==> config.mk <==
export PLATFORM = sky130hd
export DESIGN_NAME = dac_bringup_seq
export DESIGN_NICKNAME = d
export VERILOG_FILES = /design/src/rtl/dac_bringup_pkg.sv /design/src/rtl/cycle_timer.sv /design/src/rtl/fsc_code_calc.sv /design/src/rtl/dac_bringup_seq.sv
export SDC_FILE = /design/constraint.sdc
export NUM_CORES = 1
export LEC_CHECK = 0
export BUFFER_PORTS_ARGS = -buffer_cell sky130_fd_sc_hd__buf_4
export CORE_AREA = 8 8 240 150
export CTS_CLUSTER_SIZE = 25
export DETAILED_ROUTE_END_ITERATION = 6
export DIE_AREA = 0 0 248 158
export GPL_TIMING_DRIVEN = 0
export PLACE_DENSITY = 0.57
export SLEW_MARGIN = 15
export SYNTH_ARGS = -nofsm -noshare
export SYNTH_HDL_FRONTEND = slang
export SYNTH_SLANG_ARGS = --single-unit
==> constraint.sdc <==
create_clock -name clk -period 12.1 [get_ports clk]
set_input_delay 1.21 -clock clk [delete_from_list [all_inputs] [get_ports clk]]
set_output_delay 1.21 -clock clk [all_outputs]
set_load 0.02 [all_outputs]
==> src/rtl/dac_bringup_pkg.sv <==
package dac_bringup_pkg;

    typedef enum logic [2:0] {
        K_WR, K_RMW, K_WAIT, K_POLL, K_FSC, K_END
    } kind_e;

    typedef enum logic [1:0] {
        E_NONE = 2'd0, E_MU = 2'd1, E_RX = 2'd2, E_FSC = 2'd3
    } err_e;

    typedef struct packed {
        kind_e      kind;
        logic [7:0] addr;
        logic [7:0] mask;
        logic [7:0] val;
        logic [4:0] loop_at;
        err_e       fail;
    } step_t;

    localparam int STEP_W   = 5;
    localparam int MU_LOOP  = 9;
    localparam int RX_LOOP  = 12;

    function automatic step_t mk(kind_e k, logic [7:0] a, logic [7:0] m,
                                 logic [7:0] v, int lp, err_e f);
        step_t s;
        s.kind    = k;
        s.addr    = a;
        s.mask    = m;
        s.val     = v;
        s.loop_at = 5'(lp);
        s.fail    = f;
        return s;
    endfunction

    // Bring-up program; retry targets and failure codes travel with each poll step.
    function automatic step_t step_at(logic [STEP_W-1:0] idx, logic [9:0] code);
        step_t s;
        case (idx)
            5'd0:  s = mk(K_RMW,  8'h00, 8'h20, 8'h20, 0, E_NONE);
            5'd1:  s = mk(K_WAIT, 8'h00, 8'h00, 8'h00, 0, E_NONE);
            5'd2:  s = mk(K_RMW,  8'h00, 8'h20, 8'h00, 0, E_NONE);
            5'd3:  s = mk(K_WR,   8'h22, 8'hFF, 8'h0F, 0, E_NONE);
            5'd4:  s = mk(K_WR,   8'h23, 8'hFF, 8'h0F, 0, E_NONE);
            5'd5:  s = mk(K_WR,   8'h24, 8'hFF, 8'h30, 0, E_NONE);
            5'd6:  s = mk(K_WR,   8'h25, 8'hFF, 8'h80, 0, E_NONE);
            5'd7:  s = mk(K_WR,   8'h27, 8'hFF, 8'h44, 0, E_NONE);
            5'd8:  s = mk(K_WR,   8'h28, 8'hFF, 8'h6C, 0, E_NONE);
            5'd9:  s = mk(K_WR,   8'h29, 8'hFF, 8'hCB, 0, E_NONE);
            5'd10: s = mk(K_RMW,  8'h26, 8'h01, 8'h01, 0, E_NONE);
            5'd11: s = mk(K_POLL, 8'h2A, 8'h01, 8'h01, MU_LOOP, E_MU);
            5'd12: s = mk(K_RMW,  8'h13, 8'h0F, 8'h02, 0, E_NONE);
            5'd13: s = mk(K_WR,   8'h10, 8'hFF, 8'h00, 0, E_NONE);
            5'd14: s = mk(K_RMW,  8'h10, 8'h03, 8'h03, 0, E_NONE);
            5'd15: s = mk(K_POLL, 8'h21, 8'hFF, 8'h09, RX_LOOP, E_RX);
            5'd16: s = mk(K_FSC,  8'h00, 8'h00, 8'h00, 0, E_NONE);
            5'd17: s = mk(K_WR,   8'h06, 8'hFF, code[7:0], 0, E_NONE);
            5'd18: s = mk(K_RMW,  8'h07, 8'h03, {6'd0, code[9:8]}, 0, E_NONE);
            default: s = mk(K_END, 8'h00, 8'h00, 8'h00, 0, E_NONE);
        endcase
        return s;
    endfunction

endpackage

==> src/rtl/cycle_timer.sv <==
module cycle_timer #(
    parameter int unsigned LIMIT = 8
) (
    input  logic clk,
    input  logic rst_n,
    input  logic run,
    output logic expired
);
    localparam int W = $clog2(LIMIT + 1);

    logic [W-1:0] count_d, count_q;

    always_comb begin
        count_d = count_q;
        if (!run)
            count_d = '0;
        else if (count_q != W'(LIMIT))
            count_d = count_q + 1'b1;
    end

    always_ff @(posedge clk) begin
        if (!rst_n) count_q <= '0;
        else        count_q <= count_d;
    end

    assign expired = (count_q == W'(LIMIT));

    // the window restarts whenever the timer is released
    a_r5_restart: assert property (@(posedge clk) disable iff (!rst_n)
        !run |=> !expired);
endmodule

==> src/rtl/fsc_code_calc.sv <==
module fsc_code_calc #(
    parameter int unsigned MIN_UA = 8580,
    parameter int unsigned MAX_UA = 31700,
    parameter int unsigned STEP   = 226
) (
    input  logic [15:0] ua,
    output logic        in_range,
    output logic [9:0]  code
);
    localparam int unsigned BASE = MIN_UA * 10;
    localparam int unsigned HALF = STEP / 2;

    logic [31:0] num;

    always_comb begin
        in_range = (32'(ua) >= MIN_UA) && (32'(ua) <= MAX_UA);
        num      = in_range ? (32'(ua) * 32'd10 - BASE + HALF) : 32'd0;
        code     = 10'(num / STEP);
    end
endmodule

==> src/rtl/dac_bringup_seq.sv <==
module dac_bringup_seq
    import dac_bringup_pkg::*;
#(
    parameter int unsigned RST_HOLD_CYC     = 4,
    parameter int unsigned POLL_TIMEOUT_CYC = 100000,
    parameter int unsigned MAX_TRIES        = 3
) (
    input  logic        clk,
    input  logic        rst_n,
    input  logic        start,
    input  logic        fsc_valid,
    input  logic [15:0] fsc_ua,
    output logic        bus_req,
    output logic        bus_we,
    output logic [7:0]  bus_addr,
    output logic [7:0]  bus_wdata,
    input  logic        bus_ack,
    input  logic [7:0]  bus_rdata,
    output logic        done,
    output logic        error,
    output logic [1:0]  err_code
);
    localparam int TRY_W = $clog2(MAX_TRIES + 1);

    typedef enum logic [2:0] {S_IDLE, S_FETCH, S_RD, S_WR, S_HOLD} fsm_e;

    typedef struct packed {
        fsm_e              fsm;
        logic [STEP_W-1:0] step;
        logic [TRY_W-1:0]  tries;
        logic              req;
        logic              we;
        logic [7:0]        addr;
        logic [7:0]        wdata;
        logic              done;
        logic              error;
        err_e              err;
        logic [15:0]       ua;
        logic              ua_vld;
    } regs_t;

    regs_t d, q;
    step_t cur;
    logic  fsc_ok, poll_expired, hold_expired, poll_run, hold_run;
    logic [9:0] fsc_code;

    fsc_code_calc u_code (
        .ua       (q.ua),
        .in_range (fsc_ok),
        .code     (fsc_code)
    );

    assign cur      = step_at(q.step, fsc_code);
    assign poll_run = (q.fsm == S_RD) && (cur.kind == K_POLL);
    assign hold_run = (q.fsm == S_HOLD);

    cycle_timer #(.LIMIT(POLL_TIMEOUT_CYC)) u_poll_tmr (
        .clk (clk), .rst_n (rst_n), .run (poll_run), .expired (poll_expired)
    );

    cycle_timer #(.LIMIT(RST_HOLD_CYC)) u_hold_tmr (
        .clk (clk), .rst_n (rst_n), .run (hold_run), .expired (hold_expired)
    );

    always_comb begin
        d = q;
        unique case (q.fsm)
            S_IDLE: begin
                if (start) begin
                    d.fsm    = S_FETCH;
                    d.step   = '0;
                    d.tries  = '0;
                    d.done   = 1'b0;
                    d.error  = 1'b0;
                    d.err    = E_NONE;
                    d.ua     = fsc_ua;
                    d.ua_vld = fsc_valid;
                end
            end
            S_FETCH: begin
                case (cur.kind)
                    K_WR: begin
                        d.req   = 1'b1;
                        d.we    = 1'b1;
                        d.addr  = cur.addr;
                        d.wdata = cur.val;
                        d.fsm   = S_WR;
                    end
                    K_RMW, K_POLL: begin
                        d.req  = 1'b1;
                        d.we   = 1'b0;
                        d.addr = cur.addr;
                        d.fsm  = S_RD;
                    end
                    K_WAIT: d.fsm = S_HOLD;
                    K_FSC: begin
                        if (!q.ua_vld) begin
                            d.done = 1'b1;
                            d.fsm  = S_IDLE;
                        end else if (!fsc_ok) begin
                            d.error = 1'b1;
                            d.err   = E_FSC;
                            d.fsm   = S_IDLE;
                        end else begin
                            d.step = q.step + 1'b1;
                        end
                    end
                    default: begin
                        d.done = 1'b1;
                        d.fsm  = S_IDLE;
                    end
                endcase
            end
            S_WR: begin
                if (bus_ack) begin
                    d.req  = 1'b0;
                    d.we   = 1'b0;
                    d.step = q.step + 1'b1;
                    d.fsm  = S_FETCH;
                end
            end
            S_RD: begin
                if (bus_ack) begin
                    if (cur.kind == K_RMW) begin
                        d.we    = 1'b1;
                        d.wdata = (bus_rdata & ~cur.mask) | (cur.val & cur.mask);
                        d.fsm   = S_WR;
                    end else if ((bus_rdata & cur.mask) == cur.val) begin
                        d.req   = 1'b0;
                        d.tries = '0;
                        d.step  = q.step + 1'b1;
                        d.fsm   = S_FETCH;
                    end else if (poll_expired) begin
                        d.req = 1'b0;
                        if (q.tries == TRY_W'(MAX_TRIES - 1)) begin
                            d.error = 1'b1;
                            d.err   = cur.fail;
                            d.fsm   = S_IDLE;
                        end else begin
                            d.tries = q.tries + 1'b1;
                            d.step  = cur.loop_at;
                            d.fsm   = S_FETCH;
                        end
                    end
                    // otherwise the request stays up and the poll read repeats
                end
            end
            S_HOLD: begin
                if (hold_expired) begin
                    d.step = q.step + 1'b1;
                    d.fsm  = S_FETCH;
                end
            end
            default: d.fsm = S_IDLE;
        endcase
    end

    always_ff @(posedge clk) begin
        if (!rst_n) q <= '0;
        else        q <= d;
    end

    assign bus_req   = q.req;
    assign bus_we    = q.we;
    assign bus_addr  = q.addr;
    assign bus_wdata = q.wdata;
    assign done      = q.done;
    assign error     = q.error;
    assign err_code  = q.err;

    // an unacknowledged request does not move
    a_r12_req_hold: assert property (@(posedge clk) disable iff (!rst_n)
        (bus_req && !bus_ack) |=> (bus_req && $stable(bus_addr) &&
                                   $stable(bus_we) && $stable(bus_wdata)));

    // success and failure never reported together
    a_r1_done_err_excl: assert property (@(posedge clk) disable iff (!rst_n)
        !(done && error));

    // a failure always carries a cause
    a_r6_err_has_code: assert property (@(posedge clk) disable iff (!rst_n)
        error |-> (err_code != 2'd0));

    // the retry count stays under the try limit
    a_r6_tries_bound: assert property (@(posedge clk) disable iff (!rst_n)
        q.tries < TRY_W'(MAX_TRIES));

    // a range failure leaves the bus quiet
    a_r9_quiet_on_range_err: assert property (@(posedge clk) disable iff (!rst_n)
        (error && err_code == 2'd3) |-> !bus_req);

    // a finished sequence issues no further transactions
    a_r1_idle_no_req: assert property (@(posedge clk) disable iff (!rst_n)
        (q.fsm == S_IDLE) |-> !bus_req);
endmodule

# Word-level counts from Yosys, hierarchy flattened
# Cells that the tools add are included.
[totals]
ff_bits = 69
input_bits = 29
out_inout_bits = 22
[op_classes]
addsub = 6
multipliers = 1
n_div = 1
order_cmp = 2
eq_ne = 53
muxes = 42
bitwise = 5
n_reduce_logical = 26
[ops]
columns = ["op", "n"]
rows = [
  ["34-bit case mux with 19 select lines", 1],
  ["8-bit 2-to-1 mux", 6],
  ["5-bit by 4-bit == test with 1-bit output, second input constant", 8],
  ["3-bit 2-to-1 mux", 11],
  ["32-bit by 7-bit adder with 32-bit output, second input constant", 1],
  ["32-bit by 8-bit divider with 32-bit output, second input constant", 1],
  ["32-bit 2-to-1 mux", 1],
  ["5-bit case mux with 5 select lines", 1],
  ["8-bit AND", 3],
  ["11-bit 2-to-1 mux", 2],
  ["2-bit inequality test, second input constant", 11],
  ["21-bit 2-to-1 mux", 1],
  ["20-bit by 17-bit subtractor with 21-bit output, second input constant", 1],
  ["5-bit by 3-bit == test with 1-bit output, second input constant", 4],
  ["10-bit case mux with 2 select lines", 1],
  ["16-bit by 3-bit multiplier with 19-bit output, second input constant", 1],
  ["6-bit AND reduction", 3],
  ["17-bit by 1-bit adder with 17-bit output, second input constant", 1],
  ["17-bit == test, second input constant", 1],
  ["17-bit inequality test, second input constant", 1],
  ["16-bit by 14-bit greater-or-equal comparator with 1-bit output, second input constant", 1],
  ["16-bit by 15-bit less-or-equal comparator with 1-bit output, second input constant", 1],
  ["8-bit case mux with 2 select lines", 1],
  ["5-bit == test, second input constant", 3],
  ["43 further kinds", 70],
]

# Longest topological paths before layout
[depth]
word_depth = 12
mapped_depth = 53
mapped_depth_nobuf = 46

# Hierarchy
# Synthesis repeated with hierarchy kept, for this count alone.
[hier_totals]
hier_cells = 1358
hier_area_um2 = 10045.9
[by_module_without_submodules]
columns = ["module", "instances", "cells_each", "area_each_um2", "seq_area_each_um2"]
rows = [
  ["fsc_code_calc", 1, 816, 5672.9, 0.0],
  ["dac_bringup_seq", 1, 428, 3342.0, 940.9],
  ["cycle_timer at u_poll_tmr", 1, 96, 865.8, 340.3],
  ["cycle_timer at u_hold_tmr", 1, 18, 165.2, 60.1],
]

# Worst setup path after synthesis
# OpenSTA, ideal clock, no wires.
[synth_path]
kind = "reg2reg"
from = "reg q[2] in the netlist's numbering"
to = "reg q, in the netlist err_code[0]"
setup_ns = 0.116
arrival_ns = 11.745
required_ns = 11.984
path_slack_ns = 0.239
stages_incl_launch_ff = 49
synth_period_minus_slack_ns = 11.861
cell_sequence = "dfxtp_1 > ha_1 > ha_1 > inv_1 > fa_1 > nand2b_1 > a211oi_1 > o31a_1 > o211a_1 > nor4_1 > o211a_1 > o21ai_1 > mux2i_4 > a21oi_1 > a221oi_1 > nor3_1 > a211o_1 > a22o_1 > [... 13 more ...] > a21oi_2 > o41a_1 > or3_1 > buf_2 > o22ai_2 > a311oi_1 > or2_0 > buf_4 > a21oi_4 > mux2i_1 > and4b_1 > o22ai_1 > or4_1 > o2bb2ai_4 > o21ai_4 > nor4b_4 > or2_1 > o211a_1"
[synth_between]
elab_chain_cells = 9
[synth_lines]
columns = ["item", "line", "source"]
rows = [
  ["from (decl)", "dac_bringup_seq.sv:42", "regs_t d, q;"],
  ["from (signal assigned)", "dac_bringup_seq.sv:159", "if (!rst_n) q <= '0;"],
  ["from (signal assigned)", "dac_bringup_seq.sv:160", "else q <= d;"],
  ["16-bit by 3-bit multiplier with 19-bit output", "fsc_code_calc.sv:17", "num = in_range ? (32'(ua) * 32'd10 - BASE + HALF) : 32'd0;"],
  ["20-bit by 17-bit subtractor with 21-bit output", "fsc_code_calc.sv:17", ""],
  ["32-bit by 7-bit adder with 32-bit output", "fsc_code_calc.sv:17", ""],
  ["32-bit 2-to-1 mux", "fsc_code_calc.sv:17", ""],
  ["32-bit by 8-bit divider with 32-bit output", "fsc_code_calc.sv:18", "code = 10'(num / STEP);"],
  ["34-bit case mux with 19 select lines", "dac_bringup_pkg.sv:39", "case (idx)"],
  ["8-bit == test", "dac_bringup_seq.sv:128", "end else if ((bus_rdata & cur.mask) == cur.val) begin"],
  ["2-bit inequality test (no line)", "--", ""],
  ["10-bit AND reduction (no line) *", "--", ""],
]
# Mark *: on every way between the ends. The rest lies on a longest branch, timed or not.
# A chain may end at the register's enable or synchronous reset.

# Worst setup path after layout
[layout_path]
from = "reg q[4] in the netlist's numbering"
to = "reg q[43] in the netlist's numbering"
[layout_between]
elab_chain_cells = 11
[layout_lines]
columns = ["item", "line", "source"]
rows = [
  ["16-bit by 3-bit multiplier with 19-bit output", "fsc_code_calc.sv:17", ""],
  ["20-bit by 17-bit subtractor with 21-bit output", "fsc_code_calc.sv:17", ""],
  ["32-bit by 7-bit adder with 32-bit output", "fsc_code_calc.sv:17", ""],
  ["32-bit 2-to-1 mux", "fsc_code_calc.sv:17", ""],
  ["32-bit by 8-bit divider with 32-bit output", "fsc_code_calc.sv:18", ""],
  ["34-bit case mux with 19 select lines", "dac_bringup_pkg.sv:39", ""],
  ["8-bit == test", "dac_bringup_seq.sv:128", ""],
  ["11-bit 2-to-1 mux", "dac_bringup_seq.sv:128", ""],
  ["8-bit 2-to-1 mux", "dac_bringup_seq.sv:124", "if (cur.kind == K_RMW) begin"],
  ["12-bit 2-to-1 mux", "dac_bringup_seq.sv:123", "if (bus_ack) begin"],
  ["5-bit case mux with 5 select lines", "dac_bringup_seq.sv:67", "unique case (q.fsm)"],
]
# Several ways; a longest one is shown, not always the timed one. The select of a mux whose other input is x is not followed.

==> metrics.yaml <==
status: "complete, but fails checks"
violations: "negative setup slack"
vias: 11637
grt_max_degree: 14
busiest_layer: "met1"
seq_area_frac_synth: 0.140
cts-buffers-inserted: 9
drt-initial-drc-count: 1360
avgSynthCellArea_um2: 7.40
finalSetupViolCount: 14
r2r_cells: 55
cts_tree: "built"
synth-main-ff-cell: "dfxtp_1"
min_to: "q[40]"
wire_per_inst_um: 19.3
synth_top_family_by_area: "compound AO/OA/AOI/OAI gates"
layout_setup_ws_ns: -0.584
r2r_slack_ns: -0.58
synth_area_um2: 9600
cts_buffer_depth: 2
synth_seq_cells: 67
ios: 51
arrival_ns: 12.97
finalMaxSlewViolations: 0
tightest_slew_ns: 1.10
viasPerCell: 5.89
hold_viol: 0
syn_inst: 1297
critPathLaunchType: "flip-flop"
fin_tns_setup_ns: -7.12
netlist.top_cell.by_area: "dfxtp_1"
fin_crit_ns: 12.68
clock_skew_ns: 0.00910
gp_congestion: 0.942
grt_use_met1: 0.266
synth_area_leaders: "dfxtp_1 14%, nand2_1 5.5%, ha_1 5.2%, nor2_1 5.0%, xnor2_1 3.9%"
cts_sinks: 67
overflow: 0
fp-row-count: 52
use_met3: 0.0297
min_from: "q[40]"
synth_adder_area_share: 0.0586
track_usage: 0.174
r2r-end: "q[43]"
grt_pass1_wl_um: 56100
drive_above_1_share: 0.373
max-slew-margin-rel: 0.260
first_pass_iters: 7
cp-end-kind: "flip-flop"
yosys.area_share.simple: 0.275
r2r-start: "q[4]"
hold_path_class: "flip-flop to flip-flop"
hold_buffers: 0
cp_slowest_cell: "o41a_1"
maxCapViolCount: 0
port_buffers: 47
drc: 0
antenna_found_initial: 1
synth.mux.area_fraction: 0.0238
die_w_um: 248
ctsRootBufferMaster: "clkbuf_16"
clock_latency_ns: 0.34
dieArea_um2: 39200
min_period_over_period: 1.05
min_delay_path_depth: 1
yosysTopAreaCellShare: 0.140
postRouteAntennaNets: 0
async_flop_share: 0
cts.reportedPaths.clkPinSlew_ns: 0.06
path_class: "flip-flop to flip-flop"
start_util: 0.293
hpwl_um: 25800
synth.distinct_cells: 130
yosysWarnings: 0
grt_pass1_vias: 10145
htree_num_levels: 3
syn_to_final_growth_pct: 47.0
synth_edf_count: 0
slowest_delay_ns: 0.48
rsz0062_at_grt: "true"
core-area_um2: 32700
synth_most_common_cell: "nand2_1"
routed_wl_um: 38100
grtUsageMet2: 0.249
crit_fanout: 8
nNetsFinal: 1608
required_ns: 12.38
synth-xor-area-share: 0.0648
synth_compound_area_frac: 0.383
cp_common_cell: "buf_4"
synth_common_cells: "141 x nand2_1, 127 x nor2_1, 75 x a21oi_1"
die_h_um: 158
fmax_ghz: 0.0788
sequential cells by signal, indices dropped and copies added, names as in the netlist:
name,count
q,27
u_poll_tmr.count_q,17
bus_wdata,8
bus_addr,6
u_hold_tmr.count_q,3
err_code,2
bus_req,1
bus_we,1
done,1
error,1
how the worst max path moves through the flow:
stage,slack (ns),endpoint,start
after floorplan,0.24,err_code[0],q[2]
after global placement,-2.03,err_code[1],q[2]
after detailed placement,-2.15,err_code[0],q[2]
after CTS,-0.05,q[43],q[4]
after global routing,-0.89,q[44],q[4]
final,-0.58,q[43],q[4]
per-stage QoR:
step	utilization	area (µm²)	cells	worst slack (ns)	hold slack (ns)
6_report	0.431	14100	1976	-0.584	0.495
5_1_grt	0.431	14100	1976	-0.893	0.507
4_1_cts	0.398	13000	1900	-0.0497	0.493
3_5_place_dp	0.321	10500	1777	-2.15	0.480
3_3_place_gp	0.321	10500	1777	-2.03	0.469
2_1_floorplan	-	9600	1298	0.239	0.444
critical path, delay by kind of cell, from the launching register on:
| kind | cells | cell delay (ns) |
|---|---|---|
| AND/OR/NAND/NOR | 11 | 2.30 |
| AO/OA/AOI/OAI | 29 | 7.38 |
| buffers and inverters | 11 | 1.50 |
| flip-flops | 1 | 0.36 |
| adder cells (fa/ha/maj) | 4 | 1.05 |
placed cells by master (no fill, tap or decap), types with 11 or more instances in the layout:
cell,n
and3_1,21
a21oi_1,61
or3_1,13
a21oi_2,11
nand4_1,14
buf_4,232
a21o_1,21
nor3_4,13
nand2_1,132
nor2_1,118
o21a_1,11
xnor2_1,33
ha_1,28
buf_6,20
o21ai_0,42
inv_1,38
xor2_1,12
nor3_1,29
a211oi_1,14
clkbuf_1,34
dfxtp_1,56
a21boi_0,22
nand3_1,39
a31oi_1,16
nor3_2,11
and2_1,11
o21ai_1,17
nand2b_1,14
o211a_1,12
o211ai_1,25
metal layers:
layer,up-vias,share of wire
met4,0,0.018
met2,566,0.42
li1,5444,-
met1,5558,0.48
met3,69,0.081
met5,-,0
cells by family (layout without fill, tap and decap cells):
logic type      Yosys count  count (layout)
compound gates          463             463
flops                    67              67
other cells               1               3
simple gates            527             527
buf+inv                 109             354
xor+xnor                 65              65
mux                      20              20
fa+ha+maj                45              45
final cells by class:
cell class / count / area [µm²]
Sequential cell: 67 / 1360
Antenna cell: 1 / 2.50
Clock buffer: 10 / 229
Inverter: 40 / 150
Tap cell: 432 / 541
Timing Repair Buffer: 233 / 1850
Buffer: 65 / 379
Fill cell: 3128 / 18600
Clock inverter: 6 / 51.3
Multi-Input combinational cell: 1122 / 9550
what timing repair did:
action	in CTS	in global routing
resized for setup	250	103
endpoints found under the setup margin	17	16
pin swaps	125	99
buffers inserted	108	78
Power is not shown: default switching activity piles up to over one toggle a cycle in this logic, so the estimate is an artifact.
